==> src/rtl/regcmd_pkg.sv <==
package regcmd_pkg;

    localparam int CMD_W  = 32;
    localparam int BYTE_W = 8;
    localparam int MMS_W  = 4;
    localparam int ADDR_W = 16;
    localparam int LEN_W  = 7;

    typedef enum logic [1:0] {
        ST_HDR   = 2'd0,
        ST_WR    = 2'd1,
        ST_RD    = 2'd2,
        ST_DRAIN = 2'd3
    } cmd_state_e;

    // field positions are fixed by the host protocol
    typedef struct packed {
        logic              dnc;
        logic              hbad;
        logic              wnr;
        logic              aid;
        logic [MMS_W-1:0]  mms;
        logic [ADDR_W-1:0] addr;
        logic [LEN_W-1:0]  len;
        logic              par;
    } cmd_hdr_t;

endpackage

==> src/rtl/regcmd_word_rx.sv <==
module regcmd_word_rx
    import regcmd_pkg::*;
#(
    parameter int BYTES = CMD_W / BYTE_W
) (
    input  logic              clk,
    input  logic              rst_n,
    input  logic              cs_n,
    input  logic              in_vld,
    input  logic [BYTE_W-1:0] in_byte,
    output logic              accepted,
    output logic              first_byte,
    output logic              word_done,
    output logic [CMD_W-1:0]  word
);

    localparam int IDX_W = (BYTES > 1) ? $clog2(BYTES) : 1;
    localparam int ACC_W = CMD_W - BYTE_W;
    localparam logic [IDX_W-1:0] LAST = IDX_W'(BYTES - 1);

    logic [IDX_W-1:0] idx_q;
    logic [ACC_W-1:0] acc_q;

    always_ff @(posedge clk or negedge rst_n) begin
        if (!rst_n) begin
            idx_q <= '0;
            acc_q <= '0;
        end else if (cs_n) begin
            idx_q <= '0;
        end else if (in_vld) begin
            idx_q <= (idx_q == LAST) ? '0 : idx_q + 1'b1;
            acc_q <= {acc_q[ACC_W-BYTE_W-1:0], in_byte};
        end
    end

    always_comb begin
        accepted   = in_vld && !cs_n;
        first_byte = accepted && (idx_q == '0);
        word_done  = accepted && (idx_q == LAST);
        word       = {acc_q, in_byte};
    end


    cs_idle_chk: assert property (@(posedge clk) disable iff (!rst_n)
        cs_n |=> (idx_q == '0));

endmodule

==> src/rtl/regcmd_regfile.sv <==
module regcmd_regfile
    import regcmd_pkg::*;
#(
    parameter int NUM_MAPS  = 2,
    parameter int MAP_DEPTH = 16
) (
    input  logic              clk,
    input  logic              rst_n,
    input  logic              wr_en,
    input  logic [MMS_W-1:0]  mms,
    input  logic [ADDR_W-1:0] addr,
    input  logic [CMD_W-1:0]  wdata,
    output logic [CMD_W-1:0]  rdata
);

    localparam int ENTRIES = NUM_MAPS * MAP_DEPTH;
    localparam int IDX_W   = (ENTRIES > 1) ? $clog2(ENTRIES) : 1;

    logic             hit;
    logic [IDX_W-1:0] idx;
    logic [CMD_W-1:0] ent_q [ENTRIES];

    always_comb begin
        hit = (int'(mms) < NUM_MAPS) && (int'(addr) < MAP_DEPTH);
        idx = IDX_W'(int'(mms) * MAP_DEPTH + int'(addr));
    end

    for (genvar g = 0; g < ENTRIES; g++) begin : g_ent
        logic [CMD_W-1:0] q;
        always_ff @(posedge clk or negedge rst_n) begin
            if (!rst_n)
                q <= '0;
            else if (wr_en && hit && (idx == IDX_W'(g)))
                q <= wdata;
        end
        assign ent_q[g] = q;
    end

    assign rdata = hit ? ent_q[idx] : '0;

endmodule

==> src/rtl/regcmd_fsm.sv <==
module regcmd_fsm
    import regcmd_pkg::*;
(
    input  logic              clk,
    input  logic              rst_n,
    input  logic              cs_n,
    input  logic              word_done,
    input  logic [CMD_W-1:0]  word,
    input  logic [CMD_W-1:0]  rd_data,
    output logic              acc_wr,
    output logic [MMS_W-1:0]  acc_mms,
    output logic [ADDR_W-1:0] acc_addr,
    output logic [CMD_W-1:0]  acc_wdata,
    output logic [CMD_W-1:0]  nxt_word,
    output logic              hdr_bad
);

    cmd_state_e        st_q, st_d;
    cmd_hdr_t          hd;
    logic              hdr_good;
    logic [LEN_W-1:0]  cnt_q, len_q;
    logic [MMS_W-1:0]  mms_q;
    logic [ADDR_W-1:0] addr_q;
    logic              aid_q;
    logic [CMD_W-1:0]  nxt_q;
    logic              bad_q;
    logic              last_acc;

    always_comb begin
        hd       = cmd_hdr_t'(word);
        hdr_good = ^word;
        last_acc = (cnt_q == len_q);
    end

    // next-state logic
    always_comb begin
        st_d = st_q;
        unique case (st_q)
            ST_HDR: begin
                if (word_done) begin
                    if (!hdr_good || hd.dnc)
                        st_d = ST_DRAIN;
                    else if (hd.wnr)
                        st_d = ST_WR;
                    else
                        st_d = ST_RD;
                end
            end
            ST_WR, ST_RD: begin
                if (word_done && last_acc)
                    st_d = ST_DRAIN;
            end
            ST_DRAIN: st_d = ST_DRAIN;
            default:  st_d = ST_HDR;
        endcase
        if (cs_n)
            st_d = ST_HDR;
    end

    // state register
    always_ff @(posedge clk or negedge rst_n) begin
        if (!rst_n)
            st_q <= ST_HDR;
        else
            st_q <= st_d;
    end

    // command context and reply word
    always_ff @(posedge clk or negedge rst_n) begin
        if (!rst_n) begin
            cnt_q  <= '0;
            len_q  <= '0;
            mms_q  <= '0;
            addr_q <= '0;
            aid_q  <= 1'b0;
            nxt_q  <= '0;
            bad_q  <= 1'b0;
        end else if (cs_n) begin
            nxt_q <= '0;
        end else if (word_done) begin
            unique case (st_q)
                ST_HDR: begin
                    cnt_q  <= '0;
                    len_q  <= hd.len;
                    mms_q  <= hd.mms;
                    addr_q <= hd.addr;
                    aid_q  <= hd.aid;
                    if (!hdr_good) begin
                        bad_q <= 1'b1;
                        nxt_q <= '0;
                    end else if (hd.dnc) begin
                        nxt_q <= '0;
                    end else begin
                        nxt_q <= {word[CMD_W-1], 1'b0, word[CMD_W-3:0]};
                    end
                end
                ST_WR, ST_RD: begin
                    nxt_q <= (st_q == ST_WR) ? word : rd_data;
                    cnt_q <= cnt_q + 1'b1;
                    if (!aid_q)
                        addr_q <= addr_q + 1'b1;
                end
                ST_DRAIN: nxt_q <= '0;
                default:  nxt_q <= '0;
            endcase
        end
    end

    // outputs
    always_comb begin
        acc_wr    = word_done && (st_q == ST_WR);
        acc_mms   = mms_q;
        acc_addr  = addr_q;
        acc_wdata = word;
        nxt_word  = nxt_q;
        hdr_bad   = bad_q;
    end


    bad_hdr_drain_chk: assert property (@(posedge clk) disable iff (!rst_n)
        (!cs_n && word_done && (st_q == ST_HDR) && !(^word)) |=> ((st_q == ST_DRAIN) && hdr_bad));


    bad_sticky_chk: assert property (@(posedge clk) disable iff (!rst_n)
        hdr_bad |=> hdr_bad);


    aid_hold_chk: assert property (@(posedge clk) disable iff (!rst_n)
        (acc_wr && aid_q) |=> $stable(addr_q));


    burst_bound_chk: assert property (@(posedge clk) disable iff (!rst_n)
        acc_wr |-> (cnt_q <= len_q));


    rd_capture_chk: assert property (@(posedge clk) disable iff (!rst_n)
        (!cs_n && word_done && (st_q == ST_RD)) |=> (nxt_q == $past(rd_data)));

endmodule

==> src/rtl/regcmd_word_tx.sv <==
module regcmd_word_tx
    import regcmd_pkg::*;
(
    input  logic              clk,
    input  logic              rst_n,
    input  logic              accepted,
    input  logic              first_byte,
    input  logic [CMD_W-1:0]  nxt_word,
    output logic              out_vld,
    output logic [BYTE_W-1:0] out_byte
);

    localparam int SH_W = CMD_W - BYTE_W;

    logic [SH_W-1:0] sh_q;

    always_ff @(posedge clk or negedge rst_n) begin
        if (!rst_n) begin
            out_vld  <= 1'b0;
            out_byte <= '0;
            sh_q     <= '0;
        end else begin
            out_vld <= accepted;
            if (accepted) begin
                if (first_byte) begin
                    out_byte <= nxt_word[CMD_W-1 -: BYTE_W];
                    sh_q     <= nxt_word[SH_W-1:0];
                end else begin
                    out_byte <= sh_q[SH_W-1 -: BYTE_W];
                    sh_q     <= {sh_q[SH_W-BYTE_W-1:0], {BYTE_W{1'b0}}};
                end
            end
        end
    end


    out_follow_chk: assert property (@(posedge clk) disable iff (!rst_n)
        accepted |=> out_vld);


    out_quiet_chk: assert property (@(posedge clk) disable iff (!rst_n)
        !accepted |=> !out_vld);

endmodule

==> src/rtl/regcmd_engine.sv <==
module regcmd_engine
    import regcmd_pkg::*;
#(
    parameter int NUM_MAPS  = 2,
    parameter int MAP_DEPTH = 16
) (
    input  logic       clk,
    input  logic       rst_n,
    input  logic       cs_n,
    input  logic       in_vld,
    input  logic [7:0] in_byte,
    output logic       out_vld,
    output logic [7:0] out_byte,
    output logic       hdr_bad
);

    logic              accepted, first_byte, word_done;
    logic [CMD_W-1:0]  word, rd_data, nxt_word, acc_wdata;
    logic              acc_wr;
    logic [MMS_W-1:0]  acc_mms;
    logic [ADDR_W-1:0] acc_addr;

    regcmd_word_rx u_rx (
        .clk        (clk),
        .rst_n      (rst_n),
        .cs_n       (cs_n),
        .in_vld     (in_vld),
        .in_byte    (in_byte),
        .accepted   (accepted),
        .first_byte (first_byte),
        .word_done  (word_done),
        .word       (word)
    );

    regcmd_fsm u_fsm (
        .clk       (clk),
        .rst_n     (rst_n),
        .cs_n      (cs_n),
        .word_done (word_done),
        .word      (word),
        .rd_data   (rd_data),
        .acc_wr    (acc_wr),
        .acc_mms   (acc_mms),
        .acc_addr  (acc_addr),
        .acc_wdata (acc_wdata),
        .nxt_word  (nxt_word),
        .hdr_bad   (hdr_bad)
    );

    regcmd_regfile #(
        .NUM_MAPS  (NUM_MAPS),
        .MAP_DEPTH (MAP_DEPTH)
    ) u_rf (
        .clk   (clk),
        .rst_n (rst_n),
        .wr_en (acc_wr),
        .mms   (acc_mms),
        .addr  (acc_addr),
        .wdata (acc_wdata),
        .rdata (rd_data)
    );

    regcmd_word_tx u_tx (
        .clk        (clk),
        .rst_n      (rst_n),
        .accepted   (accepted),
        .first_byte (first_byte),
        .nxt_word   (nxt_word),
        .out_vld    (out_vld),
        .out_byte   (out_byte)
    );

endmodule

==> config.mk <==
export PLATFORM = sky130hd
export DESIGN_NAME = regcmd_engine
export DESIGN_NICKNAME = d
export VERILOG_FILES = /design/src/rtl/regcmd_pkg.sv /design/src/rtl/regcmd_word_rx.sv /design/src/rtl/regcmd_regfile.sv /design/src/rtl/regcmd_fsm.sv /design/src/rtl/regcmd_word_tx.sv /design/src/rtl/regcmd_engine.sv
export SDC_FILE = /design/constraint.sdc
export NUM_CORES = 2
export LEC_CHECK = 0
export ABC_AREA = 1
export CAP_MARGIN = 40
export CORE_ASPECT_RATIO = 1.5
export CORE_MARGIN = 5
export CORE_UTILIZATION = 32
export DETAILED_ROUTE_END_ITERATION = 8
export PLACE_DENSITY = 0.55
export SLEW_MARGIN = 40
export SYNTH_ARGS = -nofsm -noshare
export SYNTH_HDL_FRONTEND = slang
export SYNTH_HIERARCHICAL = 1
export SYNTH_SLANG_ARGS = --single-unit
==> constraint.sdc <==
create_clock -name clk -period 3.6 [get_ports clk]
set_clock_uncertainty 0.05 [all_clocks]
set_input_delay 0.72 -clock clk [delete_from_list [all_inputs] [get_ports clk]]
set_output_delay 0.72 -clock clk [all_outputs]
set_load 0.005 [all_outputs]
======== Word-level counts from Yosys, hierarchy flattened ========
Cells that the tools add are included.
word-level totals
  register bits after elaboration ......... 1,153
  input bits .............................. 12
  output and inout port bits .............. 10
  logic and storage cells ................. 174
cells by class
  add/subtract/negate cells ............... 4
  $lt $le $gt $ge ......................... 3
  eq/ne operators ......................... 39
  multiplexer cells ....................... 24
  bitwise operators ....................... 3
  reductions and logical operators ........ 56
operators by type and width
  kind                                                       number
  two-way mux 32 bit                                         7
  binary-select mux 32 bit (select 5 bit)                    1
  case mux 32 bit (3 select lines)                           1
  equality test 5 bit (second input constant)                16
  equality test 5 x 4 -> 1 bit (second input constant)       8
  logical AND 1 bit                                          39
  case mux 16 bit (2 select lines)                           1
  XOR reduction 32 bit                                       1
  two-way mux 30 bit                                         1
  two-way mux 24 bit                                         1
  equality test 5 x 3 -> 1 bit (second input constant)       4
  adder 16 x 1 -> 16 bit (second input constant)             1
  < comparator 16 x 5 -> 1 bit (second input constant)       1
  two-way mux 16 bit                                         1
  two-way mux 2 bit                                          8
  case mux 7 bit (2 select lines)                            1
  equality test 5 x 2 -> 1 bit (second input constant)       2
  two-way mux 8 bit                                          1
  AND reduction 4 bit                                        2
  adder 7 x 1 -> 7 bit (second input constant)               1
  equality test 7 bit                                        1
  equality test 2 bit (second input constant)                3
  greater-or-equal comparator 6 bit (second input constant)  1
  != test 3 x 2 -> 1 bit (second input constant)             2
  17 further kinds                                           24

======== Depth between registers and ports, before layout ========
  word-level depth ........................ 10
  gate-level depth with buffers ........... 17

======== By module ========
Netlist, hierarchy kept.
by module, submodules not included
  module          times used  cells an instance  area an instance (µm²)
  regcmd_regfile  1           7,794              53,871.7
  regcmd_fsm      1           856                5,445.2
  regcmd_word_tx  1           231                1,691.6
  regcmd_word_rx  1           133                1,171.1

======== Worst setup path before layout ========
Ideal clock, no wire load.
  path type ............................... input to register
  start point ............................. in in_vld
  end point ............................... reg u_fsm.addr_q[11] (netlist: u_fsm/acc_addr[11])
  setup time .............................. 0.083 ns
  data arrival time ....................... 2.233 ns
  data required time ...................... 3.467 ns
  path slack .............................. 1.235 ns
  stages .................................. 15
  buffers on the path ..................... 3
  cell sequence ........................... buf_6 nand2_4 buf_6 nor2_1 inv_1 nor2_4 inv_2 nor2_8 inv_4 a21oi_4 inv_2 buf_6 a21oi_2 o21ai_1 o21ai_0
on the way
  cells in the longest elaborated chain, start to end .. 3
RTL lines
  element                               RTL line              source
  start, declared                       regcmd_engine.sv:10   input logic in_vld,
  logical AND 1 bit                     regcmd_word_rx.sv:37  accepted = in_vld && !cs_n;
  logical AND 1 bit                     regcmd_word_rx.sv:39  word_done = accepted && (idx_q == LAST);
  net word_done                         regcmd_engine.sv:17   logic accepted, first_byte, word_done;
  AND reduction 4 bit (no source line)  --
  end signal, assigned                  regcmd_fsm.sv:86      addr_q <= hd.addr;
  end signal, assigned                  regcmd_fsm.sv:101     addr_q <= addr_q + 1'b1;
  end, declared                         regcmd_fsm.sv:23      logic [ADDR_W-1:0] addr_q;
The timed path passes the listed nets, and every way through them passes these cells.
A chain may end at the register's enable or synchronous reset.

======== Final worst setup path ========
  start point ............................. reg u_fsm.addr_q[0] (netlist: u_fsm/acc_addr[0])
  end point ............................... reg u_fsm.nxt_q[9] (netlist: u_fsm/nxt_word[9])
on the way
  cells in the longest elaborated chain, start to end .. 10
  elaborated cells on any way between the ends .. 12
  classes of those cells .................. 1 x add/sub; 1 x order compare; 8 x mux; 1 x bitwise; 1 x reduce/logical
RTL lines
  element                                                RTL line              source
  adder 5 bit                                            regcmd_regfile.sv:25  idx = IDX_W'(int'(mms) * MAP_DEPTH + int'(addr));
  NOT 5 -> 6 bit (implied by the code)                   regcmd_regfile.sv:39  assign rdata = hit ? ent_q[idx] : '0;
  binary-select mux 32 bit (select 5 bit)                regcmd_regfile.sv:39
  two-way mux 32 bit (implied by the code) (2 in a row)  regcmd_regfile.sv:39
  two-way mux 32 bit *                                   regcmd_regfile.sv:39
  net rd_data[9]                                         regcmd_engine.sv:18   logic [CMD_W-1:0] word, rd_data, nxt_word, acc_wdata;
  two-way mux 32 bit *                                   regcmd_fsm.sv:98      nxt_q <= (st_q == ST_WR) ? word : rd_data;
  case mux 32 bit (3 select lines) *                     regcmd_fsm.sv:81      unique case (st_q)
  two-way mux 32 bit *                                   regcmd_fsm.sv:80      end else if (word_done) begin
  two-way mux 32 bit *                                   regcmd_fsm.sv:78      end else if (cs_n) begin
  end signal, assigned                                   regcmd_fsm.sv:94      nxt_q <= {word[CMD_W-1], 1'b0, word[CMD_W-3:0]};
  end signal, assigned                                   regcmd_fsm.sv:98
  end, declared                                          regcmd_fsm.sv:25      logic [CMD_W-1:0] nxt_q;
Mark *: on every way through the listed nets, which the timed path passes. The rest lies on a longest branch. The select of a mux whose other input is x is not followed.

==> flow_metrics.env <==
export IMPL_start_util_pct=32.10
export IMPL_yosysUniqueCellTypes=45
export IMPL_wl_met3_mm=13.87
export IMPL_setup_viol=0
export IMPL_fillers=20680
export IMPL_yosys_area_top_type="dfrtp_1"
export IMPL_via_count=57740
export IMPL_drtAntennaViolNets=0
export IMPL_grt_pass1_vias=55870
export IMPL_synth_cells=9014
export IMPL_ys_warn_count=6
export IMPL_clk_path_buf_depth=3
export IMPL_num_nets_final=8756
export IMPL_endpoint_kind="register"
export IMPL_cts_sinks=1153
export IMPL_rr_startpoint="u_fsm/acc_addr[0]"
export IMPL_maxCapViolCount=0
export IMPL_hold_start="u_rf/g_ent[25].q[12]"
export IMPL_final_max_slew_violation_count=0
export IMPL_p_leak_nw=37.37
export IMPL_dieArea_mm2=0.2034
export IMPL_place_detailed_hpwl_mm=143.5
export IMPL_cp_max_fo=36
export IMPL_grt_first_pass_wirelength_mm=352.1
export IMPL_required_ns=4.21
export IMPL_grt_setup_unrepaired="false"
export IMPL_period_minus_slack_ns=3.442
export IMPL_relSlewSlack_pct=43.42
export IMPL_holdWs_ns=0.4189
export IMPL_max_freq_mhz=290.6
export IMPL_wl_met1_mm=92.92
export IMPL_cts_buffers=110
export IMPL_cts_post_setup_buffers_inserted=0
export IMPL_postRouteWirelength_mm=230.2
export IMPL_hp_class="reg2reg"
export IMPL_cts_repair_resized=0
export IMPL_drive_gt1_share_pct=7.171
export IMPL_synth_edf_count=0
export IMPL_grt_max_degree=100
export IMPL_synth_area_top_cells="dfrtp_1, nand2_1, nand3_1"
export IMPL_die_h_um=549.9
export IMPL_grtUsageTotal_pct=22.20
export IMPL_first_iter_violations=5458
export IMPL_yosysMostFrequentCell="nand2_1"
export IMPL_via_per_inst=5.052
export IMPL_final_hold_viol_count=0
export IMPL_syn_num_nets=9033
export IMPL_vdd_drop_max_mv=0.3740
export IMPL_tns_ns=0
export IMPL_crit_type="reg2reg"
export IMPL_clk_insertion_delay_late_ns=0.72
export IMPL_gp_congestion=0.8696
export IMPL_worst_ep_arrival_time_ns=4.05
export IMPL_drt_first_pass_iters=7
export IMPL_async_reset_ff_share_pct=100.0
export IMPL_area_growth_pct=10.95
export IMPL_highest_layer="met5"
export IMPL_cts_clk_slew_worst_paths_ns=0.07
export IMPL_wl_per_cell_um=20.14
export IMPL_hold_path_endpoint="u_rf/g_ent[25].q[12]"
export IMPL_tightest_slew_ns=0.8488
export IMPL_rows=198
export IMPL_fin_crit_sh_pct=95.60
export IMPL_synth_top_cells_by_count="nand2_1, dfrtp_1, nand3_1"
export IMPL_io_buffers=21
export IMPL_start_kind="register"
export IMPL_synthFlopType="dfrtp_1"
export IMPL_core_mm2=0.1937
export IMPL_io_pins=22
export IMPL_hold_depth=2
export IMPL_syn_area_per_cell_um2=6.898
export IMPL_status="finished, final reports clean"
export IMPL_antenna_found_initial=7
export IMPL_seq_area_frac_synth_pct=46.40
export IMPL_power_density_mw_per_mm2=533.3
export IMPL_drc=0
export IMPL_reg2reg_to="u_fsm/nxt_word[9]"
export IMPL_gr_total_overflow=0
export IMPL_cts_root_buffer="clkbuf_16"
export IMPL_chipWidth_um=369.9
export IMPL_cts_tree="done"
export IMPL_ys_ff_latch=1153
export IMPL_reg2regPathDepth=15
export IMPL_regToRegSetupSlack_ns=0.16
export IMPL_met2_length_mm=110.0
export IMPL_syn_area_mm2=0.06218
export IMPL_synth_top_area_share_pct=46.40
export IMPL_ctsHtreeMaxLevel=3
-- area by class of cell --
type | count | area, um2 | area share, %
tap | 2600 | 3253 | 4.716
timing repair buffer | 323 | 3412 | 4.946
clock inverter | 44 | 580.6 | 0.8415
antenna | 1 | 2.502 | 0.003627
multi-input combinational | 6576 | 27500 | 39.87
clock buffer | 158 | 3176 | 4.603
inverter | 573 | 2172 | 3.149
sequential | 1153 | 28890 | 41.88
-- layer usage --
layer / vias up / global-route usage, %
li1: 27110 / -
met1: 28120 / 27.77
met2: 2058 / 37.88
met3: 446 / 2.544
met4: 2 / 11.25
met5: - / 0
-- sequential cells by signal (all words and copies together), names as in the netlist, 2 cells and up --
signal	flops
u_rf/g_ent.q	1024
u_fsm/acc_mms	4
u_fsm/acc_addr	16
u_rx/acc_q	24
u_fsm/len_q	7
u_fsm/st_q	2
u_fsm/cnt_q	7
u_tx/sh_q	24
u_tx/out_byte	8
u_fsm/nxt_word	32
u_rx/idx_q	2
-- placed cells by master (no fill, tap or decap), drive strengths merged, types with 2 or more instances in the layout --
cell type      count
xnor2              3
a211oi             2
o211ai             4
dfrtp           1153
inv              576
nor2             765
a22oi              2
a21oi             18
clkdlybuf4s50     12
bufinv            13
buf              310
xor2               7
nand4              6
a31oi              2
o22ai              4
o21ai            418
o21bai            31
nand2           4166
clkinvlp           2
ha                 7
nor3               9
nand3           1126
clkinv            26
clkbuf           158
-- cell families (layout without fill, tap and decap cells) --
family | after synthesis | after routing | synth area share (%)
other | 0 | 1 | 0
and+or+nand+nor | 6073 | 6073 | 39.73
buffers and inverters | 1285 | 1098 | 9.429
muxes | 1 | 1 | 0.01610
DFF | 1153 | 1153 | 46.40
xor gates and xnor gates | 10 | 10 | 0.1529
AOI/OAI and AO/OA | 485 | 485 | 4.133
adders and majority gates | 7 | 7 | 0.1408
-- repair_timing --
action                                  CTS  global route
hold buffers                              1             0
endpoints found under the setup margin    0             0
endpoints found under the hold margin    23             0
-- power by group --
group	switching, W	internal [W]	leakage (nW)
combinational	0.00801	0.00282	19.6
sequential	0.000332	0.0131	16.0
clock	0.00544	0.00705	1.86
-- worst max-delay path by stage --
stage / start / endpoint / slack (ns)
3_5_place_dp: in_vld / u_rf/g_ent[10].q[21] / 0.32
5_1_grt: u_fsm/acc_addr[0] / u_fsm/nxt_word[27] / 0.11
4_1_cts: u_fsm/acc_addr[0] / u_fsm/nxt_word[9] / 0.32
6_report: u_fsm/acc_addr[0] / u_fsm/nxt_word[9] / 0.16
3_3_place_gp: in_vld / u_rf/g_ent[11].q[21] / 0.33
2_1_floorplan: in_vld / u_fsm/acc_addr[11] / 1.23
-- metrics by stage --
step           setup WS [ns]  total power [W]  std cells  area, um2  util [%]
6_report              0.1585          0.03679      11430      68990     35.61
5_1_grt               0.1097          0.03823      11430      68990     35.61
4_1_cts               0.3229          0.03685      11430      68980     35.61
3_5_place_dp          0.3218          0.02434      11220      65220     33.66
3_3_place_gp          0.3334          0.02430      11220      65210     33.66
2_1_floorplan          1.235          0.01939       9014      62180         -
-- critical path, stage by stage, from the launching register on --
cell	delay, ns
dfrtp_4	0.64
inv_8	0.41
buf_12	0.22
buf_4	0.23
nor2_1	0.06
o21bai_1	0.12
nand2_1	0.07
nand2_1	0.06
nand2_1	0.21
o21ai_0	0.34
nand2_1	0.20
nor2_1	0.27
o21ai_0	0.12
o21ai_0	0.17
nand2_1	0.08
nand2_1	0.06
(Power assumes the default switching activity.)
